===== src/rtl/mbr_pkg.sv =====
package mbr_pkg;
  typedef enum logic [2:0] {
    PH_IDLE = 3'd0,
    PH_ADDR = 3'd1,
    PH_TURN = 3'd2,
    PH_DATA = 3'd3,
    PH_END  = 3'd4
  } phase_t;
endpackage


===== src/rtl/mbr_seq.sv =====
module mbr_seq
  import mbr_pkg::*;
(
  input  logic   clk,
  input  logic   rst,
  input  logic   req_valid,
  input  logic   mem_rdy,
  output logic   req_ready,
  output logic   accept,
  output logic   capture,
  output logic   busy,
  output logic   ale,
  output logic   rd,
  output logic   oe,
  output logic   done
);
  phase_t phase_q, phase_d;

  always_comb begin
    phase_d = phase_q;
    unique case (phase_q)
      PH_IDLE: if (req_valid) phase_d = PH_ADDR;
      PH_ADDR: phase_d = PH_TURN;
      PH_TURN: phase_d = PH_DATA;
      PH_DATA: if (mem_rdy) phase_d = PH_END;
      PH_END:  phase_d = PH_IDLE;
      default: phase_d = PH_IDLE;
    endcase
  end

  always_ff @(posedge clk) begin
    if (rst) phase_q <= PH_IDLE;
    else     phase_q <= phase_d;
  end

  assign req_ready = (phase_q == PH_IDLE);
  assign accept    = req_ready && req_valid;
  assign capture   = (phase_q == PH_DATA) && mem_rdy;
  assign busy      = (phase_q != PH_IDLE);
  assign ale       = (phase_q == PH_ADDR) || (phase_q == PH_END);
  assign oe        = (phase_q == PH_ADDR);
  assign rd        = (phase_q == PH_DATA);
  assign done      = (phase_q == PH_END);

  AST_NO_DRIVE_DURING_READ: assert property (@(posedge clk) disable iff (rst)
    !(oe && rd));
  AST_ACCEPT_OPENS_ADDR: assert property (@(posedge clk) disable iff (rst)
    accept |=> (ale && oe && !rd));
  AST_WAIT_STRETCHES: assert property (@(posedge clk) disable iff (rst)
    (rd && !mem_rdy) |=> (rd && !done));
  AST_DONE_SINGLE: assert property (@(posedge clk) disable iff (rst)
    done |=> (!done && req_ready && !ale));
  AST_CAPTURE_THEN_DONE: assert property (@(posedge clk) disable iff (rst)
    capture |=> done);
endmodule


===== src/rtl/mbr_addr_path.sv =====
module mbr_addr_path #(
  parameter int ADDR_W = 16,
  parameter int LO_W   = 8,
  localparam int HI_W  = ADDR_W - LO_W
) (
  input  logic              clk,
  input  logic              rst,
  input  logic              load,
  input  logic              hold,
  input  logic [ADDR_W-1:0] addr_in,
  output logic [HI_W-1:0]   hi,
  output logic [LO_W-1:0]   lo
);
  logic [ADDR_W-1:0] addr_q;

  always_ff @(posedge clk) begin
    if (rst)       addr_q <= '0;
    else if (load) addr_q <= addr_in;
  end

  assign hi = addr_q[ADDR_W-1:LO_W];
  assign lo = addr_q[LO_W-1:0];

  AST_HI_BYTE_HELD: assert property (@(posedge clk) disable iff (rst)
    (hold && $past(hold)) |-> $stable(hi));
  AST_NO_LOAD_WHILE_HELD: assert property (@(posedge clk) disable iff (rst)
    hold |-> !load);
endmodule


===== src/rtl/mbr_capture.sv =====
module mbr_capture #(
  parameter int W = 8
) (
  input  logic         clk,
  input  logic         rst,
  input  logic         load,
  input  logic [W-1:0] din,
  output logic [W-1:0] dout
);
  always_ff @(posedge clk) begin
    if (rst)       dout <= '0;
    else if (load) dout <= din;
  end
endmodule


===== src/rtl/muxbus_rd_ctrl.sv =====
module muxbus_rd_ctrl #(
  parameter int ADDR_W = 16,
  parameter int DATA_W = 8,
  localparam int HI_W  = ADDR_W - DATA_W
) (
  input  logic              clk,
  input  logic              rst,
  input  logic              req_valid,
  output logic              req_ready,
  input  logic [ADDR_W-1:0] req_addr,
  input  logic              mem_rdy,
  output logic [HI_W-1:0]   addr_hi_o,
  output logic [DATA_W-1:0] ad_o,
  output logic              ad_oe_o,
  input  logic [DATA_W-1:0] ad_i,
  output logic              ale_o,
  output logic              rd_o,
  output logic [DATA_W-1:0] rsp_data,
  output logic              rsp_done
);
  logic accept, capture, busy;

  mbr_seq u_seq (
    .clk       (clk),
    .rst       (rst),
    .req_valid (req_valid),
    .mem_rdy   (mem_rdy),
    .req_ready (req_ready),
    .accept    (accept),
    .capture   (capture),
    .busy      (busy),
    .ale       (ale_o),
    .rd        (rd_o),
    .oe        (ad_oe_o),
    .done      (rsp_done)
  );

  mbr_addr_path #(.ADDR_W(ADDR_W), .LO_W(DATA_W)) u_addr (
    .clk     (clk),
    .rst     (rst),
    .load    (accept),
    .hold    (busy),
    .addr_in (req_addr),
    .hi      (addr_hi_o),
    .lo      (ad_o)
  );

  mbr_capture #(.W(DATA_W)) u_cap (
    .clk  (clk),
    .rst  (rst),
    .load (capture),
    .din  (ad_i),
    .dout (rsp_data)
  );

  AST_BUSY_BLOCKS_REQ: assert property (@(posedge clk) disable iff (rst)
    (rd_o || rsp_done) |-> !req_ready);
  AST_DATA_HELD_AFTER_DONE: assert property (@(posedge clk) disable iff (rst)
    (!rd_o && !rsp_done && $past(rsp_done)) |-> $stable(rsp_data));
endmodule


===== config.mk =====
export PLATFORM = sky130hd
export DESIGN_NAME = muxbus_rd_ctrl
export DESIGN_NICKNAME = d
export VERILOG_FILES = /design/src/rtl/mbr_pkg.sv /design/src/rtl/mbr_seq.sv /design/src/rtl/mbr_addr_path.sv /design/src/rtl/mbr_capture.sv /design/src/rtl/muxbus_rd_ctrl.sv
export SDC_FILE = /design/constraint.sdc
export NUM_CORES = 1
export LEC_CHECK = 0
export ABC_AREA = 1
export BUFFER_PORTS_ARGS = -buffer_cell sky130_fd_sc_hd__buf_2
export CELL_PAD_IN_SITES_DETAIL_PLACEMENT = 0
export CELL_PAD_IN_SITES_GLOBAL_PLACEMENT = 1
export CORE_AREA = 2 2 67 69
export DETAILED_ROUTE_END_ITERATION = 8
export DIE_AREA = 0 0 69 71
export HOLD_SLACK_MARGIN = 0.05
export PLACE_DENSITY_LB_ADDON = 0.1
export SETUP_SLACK_MARGIN = 0.15
export SYNTH_ARGS = -nofsm -noshare
export SYNTH_HDL_FRONTEND = slang
export SYNTH_HIERARCHICAL = 1
export SYNTH_SLANG_ARGS = --single-unit
export TNS_END_PERCENT = 20

===== constraint.sdc =====
create_clock -name clk -period 2.12 [get_ports clk]
set_clock_uncertainty 0.2 [all_clocks]
set_input_delay 0.318 -clock clk [delete_from_list [all_inputs] [get_ports clk]]
set_output_delay 0.318 -clock clk [all_outputs]
set_load 0.01 [all_outputs]

==> results of run 1 <==
==> routing by layer <==
| metal | up-vias | share of wire (%) | GRT usage (%) |
|---|---|---|---|
| li1 | 633 | - | - |
| met1 | 458 | 46 | 12.83 |
| met2 | 29 | 47 | 20.19 |
| met3 | 2 | 6.2 | 3.846 |
| met4 | 0 | 0.68 | 2.614 |
| met5 | - | 0 | 0 |
==> registers in the layout, summed over array words and instances (netlist names) <==
| signal | count |
|---|---|
| u_cap/dout | 8 |
| u_seq/phase_q | 3 |
| u_addr/addr_q | 16 |
==> cell usage in the layout (no fill, tap or decap) <==
cell type / instances
sky130_fd_sc_hd__a21oi_1: 1
sky130_fd_sc_hd__inv_1: 39
sky130_fd_sc_hd__nor2_2: 6
sky130_fd_sc_hd__buf_4: 2
sky130_fd_sc_hd__nor2_1: 47
sky130_fd_sc_hd__buf_2: 56
sky130_fd_sc_hd__o21ai_0: 1
sky130_fd_sc_hd__dfxtp_1: 27
sky130_fd_sc_hd__clkbuf_8: 3
sky130_fd_sc_hd__nand2_1: 52
sky130_fd_sc_hd__nor2_4: 1
sky130_fd_sc_hd__nand2_2: 3
sky130_fd_sc_hd__nand3_1: 3
sky130_fd_sc_hd__clkinvlp_4: 1
sky130_fd_sc_hd__nor3_2: 1
==> power by group through the flow <==
stage	logic (mW)	clock network (mW)	registers [mW]
finish	0.278	0.298	0.584
global route	0.327	0.336	0.592
CTS	0.285	0.318	0.586
detailed placement	0.284	0	0.598
global placement	0.286	0	0.597
floorplan	0.174	0	0.617
==> final cells by class <==
| type | count | area share [%] |
|---|---|---|
| repair buffers | 58 | 18.80 |
| inverters | 39 | 9.323 |
| well taps | 52 | 4.143 |
| clock buffers | 3 | 2.629 |
| flip-flops and latches | 27 | 34.42 |
| clock inverters | 1 | 0.4781 |
| multi-input cells | 115 | 30.20 |
==> Yosys cell counts <==
cell type and n:
sky130_fd_sc_hd__a21oi_1 1, sky130_fd_sc_hd__buf_4 1, sky130_fd_sc_hd__buf_6 5, sky130_fd_sc_hd__dfxtp_1 27
sky130_fd_sc_hd__inv_1 39, sky130_fd_sc_hd__nand2_1 52, sky130_fd_sc_hd__nand2_2 3, sky130_fd_sc_hd__nand3_1 3
sky130_fd_sc_hd__nor2_1 48, sky130_fd_sc_hd__nor2_2 5, sky130_fd_sc_hd__nor2_4 1, sky130_fd_sc_hd__nor3_2 1
sky130_fd_sc_hd__o21ai_0 1
==> logic make-up after synthesis <==
group                  count (synthesis)  share of synthesized area [%]
AND/OR/NAND/NOR                      113                          37.77
buffers and inverters                 45                          17.20
AO/OA/AOI/OAI                          2                         0.8180
flip-flops                            27                          44.22
==> worst max path at each step <==
stage / end / slack (ns) / cells after the start / start
3_3_place_gp: u_addr/addr_q[11] / 0.58 / 9 / u_seq/phase_q[1]
4_1_cts: ale_o / 0.41 / 4 / u_seq/phase_q[2]
3_5_place_dp: u_addr/addr_q[15] / 0.59 / 9 / u_seq/phase_q[1]
2_1_floorplan: u_addr/addr_q[4] / 0.54 / 9 / u_seq/phase_q[1]
5_1_grt: ale_o / 0.31 / 4 / u_seq/phase_q[2]
6_report: ale_o / 0.44 / 4 / u_seq/phase_q[2]
==> critical path, stage by stage, from the launching register on <==
cell                      delay, ns
sky130_fd_sc_hd__dfxtp_1       0.45
sky130_fd_sc_hd__inv_1         0.10
sky130_fd_sc_hd__nand3_1       0.11
sky130_fd_sc_hd__o21ai_0       0.09
sky130_fd_sc_hd__buf_2         0.14
==> summary by stage, run 1 <==
Status
The flow ran to the end, and the final reports show no timing, DRC or antenna violations.

Clocking
In this run, post-CTS repair resized a total of 0 instances. The maximum count of clock buffers along a single path is 2. Clock tree synthesis selected as its root buffer the cell sky130_fd_sc_hd__clkbuf_8. The buffer count from post-CTS setup fixing is 0.

TritonCTS built the clock tree. Counting the buffers created by CTS gives 3. The number of sinks on the clock net is 27. CTS built an H-tree with a depth of 1. The register clock-pin slew on the reported worst setup and hold paths is 0.09 ns. The later pin in the worst-skew pair is clocked with a latency of 0.27 ns.

The post-cts hold buffer count is 0.

Synth
For this run, the register share of the synthesized area comes to 44.22%. The number of distinct standard cells referenced by the synthesized netlist is 13. The cell type with the highest aggregate area in the netlist is sky130_fd_sc_hd__dfxtp_1. The combined area of all synthesized cells is 1222 um2. The synthesized instance count is 187. The synthesized design contains 27 register bits.

Yosys printed 6 warnings. The area share of the largest cell type after synthesis is 44.22%. In the post-synthesis netlist, the biggest area contributors are sky130_fd_sc_hd__dfxtp_1, sky130_fd_sc_hd__nand2_1, sky130_fd_sc_hd__nor2_1, sky130_fd_sc_hd__inv_1, sky130_fd_sc_hd__buf_6. The number of nets in the synthesized netlist is 215. The post-synthesis area per instance is 6.537 um2.

Worst setup path
STA classifies the critical path startpoint as a flip-flop. The category of the critical setup timing path is reg2out. The startpoint identified for the worst register-to-register timing path is u_seq/phase_q[1]. The largest fanout of any net on the critical path is 4. The worst reg-to-reg path cell count is 9. The required arrival time at the worst endpoint is 1.60 ns. The critical path endpoint category is an output port. The register-to-register setup slack is 0.61 ns. At the worst endpoint, the arrival time is 1.16 ns. The endpoint identified for the worst register-to-register timing path is u_addr/addr_q[6].

STA
The worst pin sits at a relative slew slack of 65.75%. After layout, the worst setup slack is 0.4384 ns. At the pin with the least slew margin, the transition time is 0.5132 ns. After layout, the minimum clock period comes to 1.682 ns. The worst hold margin is 0.07785 ns. The count of final max-slew check failures is 0. Setup total negative slack on the finished layout was measured at 0 ns. Of the available clock period, the critical path in the final layout requires 79.32%. Setup violations remaining at the end of the flow were counted as 0. Setup repair after global routing left no endpoint under its margin. The highest clock frequency the design can meet is 0.5947 GHz. The hold violation count in the final report is 0.

Place
In this run, placement finished with an instance count of 291. The placed standard-cell area is 1521 um2. At the placement stage, the worst setup path has a slack of 0.5945 ns. The final weighted congestion of routability-driven global placement is 0.7393. The count of buffers added on input and output ports is 56. The detailed placement HPWL is 1880 um.

GRT
The initial antenna violation count is 0. The number of global-route vias before repair is 1104. The first global-routing pass estimated 4512 um of wire. The overall routing resource usage is 11.22%. The largest net degree at the start of global routing is 33. The leftover overflow at the end of global routing is 0.

Route
Summed over all layers, the routed wires come to 2495 um. The per-cell via count in the routed design is 3.803. The first routing iteration left 30 violations. For this run, design rule violations remaining after detail routing come to 0.

The via total after detailed routing is 1122. The length of the first detailed-routing pass in iterations is 2. The average detailed-routed wire length per instance is 8.458 um. The remaining antenna violation count is 0.

Min path
For hold timing, the worst endpoint is u_seq/phase_q[1]. The path type of the worst min-delay path is in2reg. The worst hold path begins at rst. The number of instances on the worst hold path is 2.

Finish
From synthesis to final layout, the design area changed by 28.45%. The design area is 1570 um2. The total area of multi-input combinational cells is 474.2 um2. Cells fill 37.35% of the core in the end. The number of inserted filler cells in the final layout is 503. The count of antenna diodes in the layout is 0.

The sequential cells in the finished layout cover a total of 540.5 um2. For this run, the number of standard cells in the final layout without fillers is 295. In the final layout, the share of cells above drive strength 1 is 30.04%. For this run, the post-layout net count is 272.

Pwr
Power comes to 1.161 mW. The maximum ir drop on the vdd rail is 0.0003376 V. The proportion of power drawn by combinational gates is 24.0%. The sequential group share of total power is 50.4%. For this design the total switching power over the nets is 0.3525 mW. The switching power share of the total is 30.37%. Of the total power, the clock network draws 25.7%.

The total leakage power is 0.9376 nW. Internal power comes to 0.8080 mW. The power density over cell area is 739.0 nW/um2.

Flow run
Across the run, the number of max-cap violations was 0.

Floorplanning
The die outline area is 4899 um2. The die is 69 um wide. 57 I/O pins were placed. The number of standard-cell rows in the floorplan is 24.

The die is 71 um tall. The core region is 4204 um2. For this configuration, the core starts out at a cell density of 29.08%.
Power figures use the tool's default switching activity.
==> run 2: changes to the inputs <==
--- a/config.mk
+++ b/config.mk
@@ -9,9 +9,9 @@
 export BUFFER_PORTS_ARGS = -buffer_cell sky130_fd_sc_hd__buf_2
 export CELL_PAD_IN_SITES_DETAIL_PLACEMENT = 0
 export CELL_PAD_IN_SITES_GLOBAL_PLACEMENT = 1
-export CORE_AREA = 2 2 67 69
+export CORE_AREA = 2 2 71 73
 export DETAILED_ROUTE_END_ITERATION = 8
-export DIE_AREA = 0 0 69 71
+export DIE_AREA = 0 0 73 75
 export HOLD_SLACK_MARGIN = 0.05
 export PLACE_DENSITY_LB_ADDON = 0.1
 export SETUP_SLACK_MARGIN = 0.15
==> constraint.sdc (replaced) <==
create_clock -name clk -period 1.5 [get_ports clk]
set_clock_uncertainty 0.2 [all_clocks]
set_input_delay 0.225 -clock clk [delete_from_list [all_inputs] [get_ports clk]]
set_output_delay 0.225 -clock clk [all_outputs]
set_load 0.01 [all_outputs]
==> summary by stage, run 2 (synthesis gave the netlist of run 1 again) <==
Worst setup path
The category of the critical setup timing path is reg2reg. The largest fanout of any net on the critical path is 32 (+28). The required arrival time at the worst endpoint is 1.48 ns (-0.12 ns).

The nature of the critical path startpoint is a flip-flop. STA classifies the critical path endpoint as a flip-flop. The critical path arrival is 1.42 ns (+0.26 ns).

Floorplanning
The top-level port count was 57 (unchanged). The die outline area is 5475 um2 (+12%). The x dimension of the die is 73 um (+5.8%). The core area is 4661 um2 (+11%). The die height was 75 um (+5.6%). The starting density of the core was 26.23% (-2.8 points). The number of standard-cell rows in the floorplan is 25 (+4.2%).

Finish
The net total in the final layout is 301 (+11%). The largest registers in the layout are u_addr/addr_q: 16 flops, u_cap/dout: 8 flops, u_seq/phase_q: 3 flops. The number of flip-flops under the largest register name came to 16 (unchanged).

The final cell utilization of the core came to 41.69% (+4.3 points). In the layout the commonest cells are sky130_fd_sc_hd__buf_2, sky130_fd_sc_hd__nand2_1, sky130_fd_sc_hd__nor2_1. The library cell used most frequently in the layout, excluding fill and tap cells, is sky130_fd_sc_hd__buf_2. The number of inserted filler cells in the final layout was 517 (+2.8%). The area growth from synthesis to layout is 58.96%. The fraction of layout cells with a size suffix above 1 is 33.09% (+3.0 points). The count of placed standard cells in the final layout, fillers left out was 326 (+11%). The largest register by flop count is u_addr/addr_q. The count of antenna diodes in the layout was 0 (unchanged).

Route
The average detailed-routed wire length per instance is 9.031 um (+6.8%). The per-cell via count in the routed design is 3.807 (about the same). The post-detailed-route DRC marker count is 0 (unchanged). The length of the first detailed-routing pass in iterations came to 4 (+2). The total length of routed wires is 2944 um (+18%). The detailed router's first-iteration violation count is 63 (+110%).

The remaining antenna violation count is 0 (unchanged). The via total after detailed routing is 1241 (+11%).

Clocking
The level count of the clock H-tree is 1 (unchanged). The cell sitting at the root of the clock tree is a sky130_fd_sc_hd__clkbuf_8. The number of buffers added by the clock tree synthesis step is 3 (unchanged). The maximum count of clock buffers along a single path came to 2 (unchanged). The insertion delay to the later sink of the worst-skew pair was 0.27 ns (about the same). The TritonCTS clock tree is built.

The number of sinks on the clock net is 27 (unchanged). The register clock-pin slew on the reported worst setup and hold paths was 0.10 ns (about the same).

Pwr
The total leakage power is 1.090 nW (+16%). The power density over cell area is 904.8 nW/um2 (+22%). The sum of internal, switching and leakage power came to 1.758 mW (+52%).

The maximum ir drop on the vdd rail came to 0.0003195 V (-5.4%).

STA
The worst path uses 95.99% of the clock period. The time the worst path needs with I/O delays and setup is 1.440 ns. The final setup violation count came to 0 (unchanged). The count of final max-slew check failures came to 0 (unchanged). The worst hold margin came to 0.05518 ns (-0.02267 ns). The highest clock frequency the design can meet is 0.6945 GHz. The worst-case headroom to the max-slew limit is 81.69% (+16 points). The slew at the pin with the worst max-slew slack came to 0.2744 ns (-0.2389 ns). The hold violation count in the final report is 0 (unchanged). Setup repair after global routing could not meet its margin everywhere.

GRT
The initial antenna violation count is 0 (unchanged). The largest net degree at the start of global routing came to 33 (unchanged). The wire length of the first global-routing pass came to 4698 um (+4.1%). The leftover overflow at the end of global routing came to 0 (unchanged). The overall routing resource usage is 10.91% (-0.31 points). The number of global-route vias before repair is 1123 (+1.7%).

Min path
In this run the worst hold path is classified as in2reg.

Flow run
The max-cap check violation count is 0 (unchanged).

Place
The detailed placement HPWL was 1957 um (+4.1%). The final weighted congestion of routability-driven global placement was 0.7552 (+2.2%). The number of port buffers was 56 (unchanged).

The total instance count after detailed placement is 294 (+1.0%).

Status
The flow ran to the end, and the final reports show no timing, DRC or antenna violations.
## run 2: changes by cell type in the layout (fill, tap and decap cells not counted), moves of 2 or more
cell                            before  now
sky130_fd_sc_hd__buf_12              0    2
sky130_fd_sc_hd__nor2_4              1    4
sky130_fd_sc_hd__buf_2              56   54
sky130_fd_sc_hd__dlygate4sd3_1       0   25
sky130_fd_sc_hd__dfxtp_4             0    2
sky130_fd_sc_hd__nand2_4             0    2
sky130_fd_sc_hd__nand2_1            52   49
sky130_fd_sc_hd__inv_1              39   34
sky130_fd_sc_hd__inv_2               0    4
sky130_fd_sc_hd__dfxtp_1            27   24
sky130_fd_sc_hd__nor2_2              6    4
sky130_fd_sc_hd__buf_6               0    3
## run 2: report_power, final
group	internal, mW	switching, mW	total, mW
registers	0.788	0.0401	0.828
clock network	0.186	0.229	0.415
logic	0.252	0.263	0.515
total	1.23	0.532	1.76
## run 2: per-layer routing
metal / vias to the layer above / part of all wire [%] / global-route usage (%)
li1: 696 / - / -
met1: 515 / 46 / 12.98
met2: 28 / 48 / 19.42
met3: 2 / 4.7 / 2.410
met4: 0 / 0.78 / 3.704
met5: - / 0 / 0
## run 2: layout make-up
type | instances | area (um2) | area share (%)
Timing Repair Buffer | 87 | 616.8 | 31.75
Sequential cell | 27 | 549.3 | 28.27
Multi-Input combinational cell | 115 | 514.2 | 26.46
Inverter | 39 | 148.9 | 7.663
Tap cell | 54 | 67.56 | 3.477
Clock buffer | 3 | 41.29 | 2.125
Clock inverter | 1 | 5.005 | 0.2576
## run 2: timing repair
| action | in CTS | in global routing |
|---|---|---|
| hold buffers | 25 | 0 |
| pin swaps | 2 | 1 |
| endpoints found under the hold margin | 24 | 0 |
| cloned | 0 | 0 |
| gates resized for setup | 10 | 6 |
| setup buffers | 3 | 0 |
| endpoints found under the setup margin | 29 | 29 |
## run 2: worst paths after layout
| check | startpoint | to | slack, ns | cells past startpoint |
|---|---|---|---|---|
| hold / removal | req_addr[0] | u_addr/addr_q[0] | 0.06 | 5 |
| setup / recovery | u_seq/phase_q[1] | u_addr/addr_q[14] | 0.06 | 9 |
| hold reg to reg | u_addr/addr_q[6] | u_addr/addr_q[6] | 0.27 | 2 |
| setup reg to reg | u_seq/phase_q[1] | u_addr/addr_q[14] | 0.06 | 9 |
## run 2: worst max-delay path: stages, from the launching register on
cell and delay (ns):
sky130_fd_sc_hd__dfxtp_2 0.34, sky130_fd_sc_hd__inv_2 0.09, sky130_fd_sc_hd__nand2_4 0.07, sky130_fd_sc_hd__nor2_4 0.12
sky130_fd_sc_hd__inv_2 0.05, sky130_fd_sc_hd__nor2_4 0.11, sky130_fd_sc_hd__buf_12 0.18, sky130_fd_sc_hd__nand2_1 0.08
sky130_fd_sc_hd__nand2_1 0.06, sky130_fd_sc_hd__nor2_1 0.03
## run 2: metrics by stage
step / area, um2 / setup TNS, ns / worst slack (ns)
4_1_cts: 1922 / 0 / 0.05262
3_5_place_dp: 1574 / 0 / 0.09027
3_3_place_gp: 1574 / 0 / 0.1001
5_1_grt: 1943 / -0.2701 / -0.04610
2_1_floorplan: 1242 / 0 / 0.09335
6_report: 1943 / 0 / 0.06013
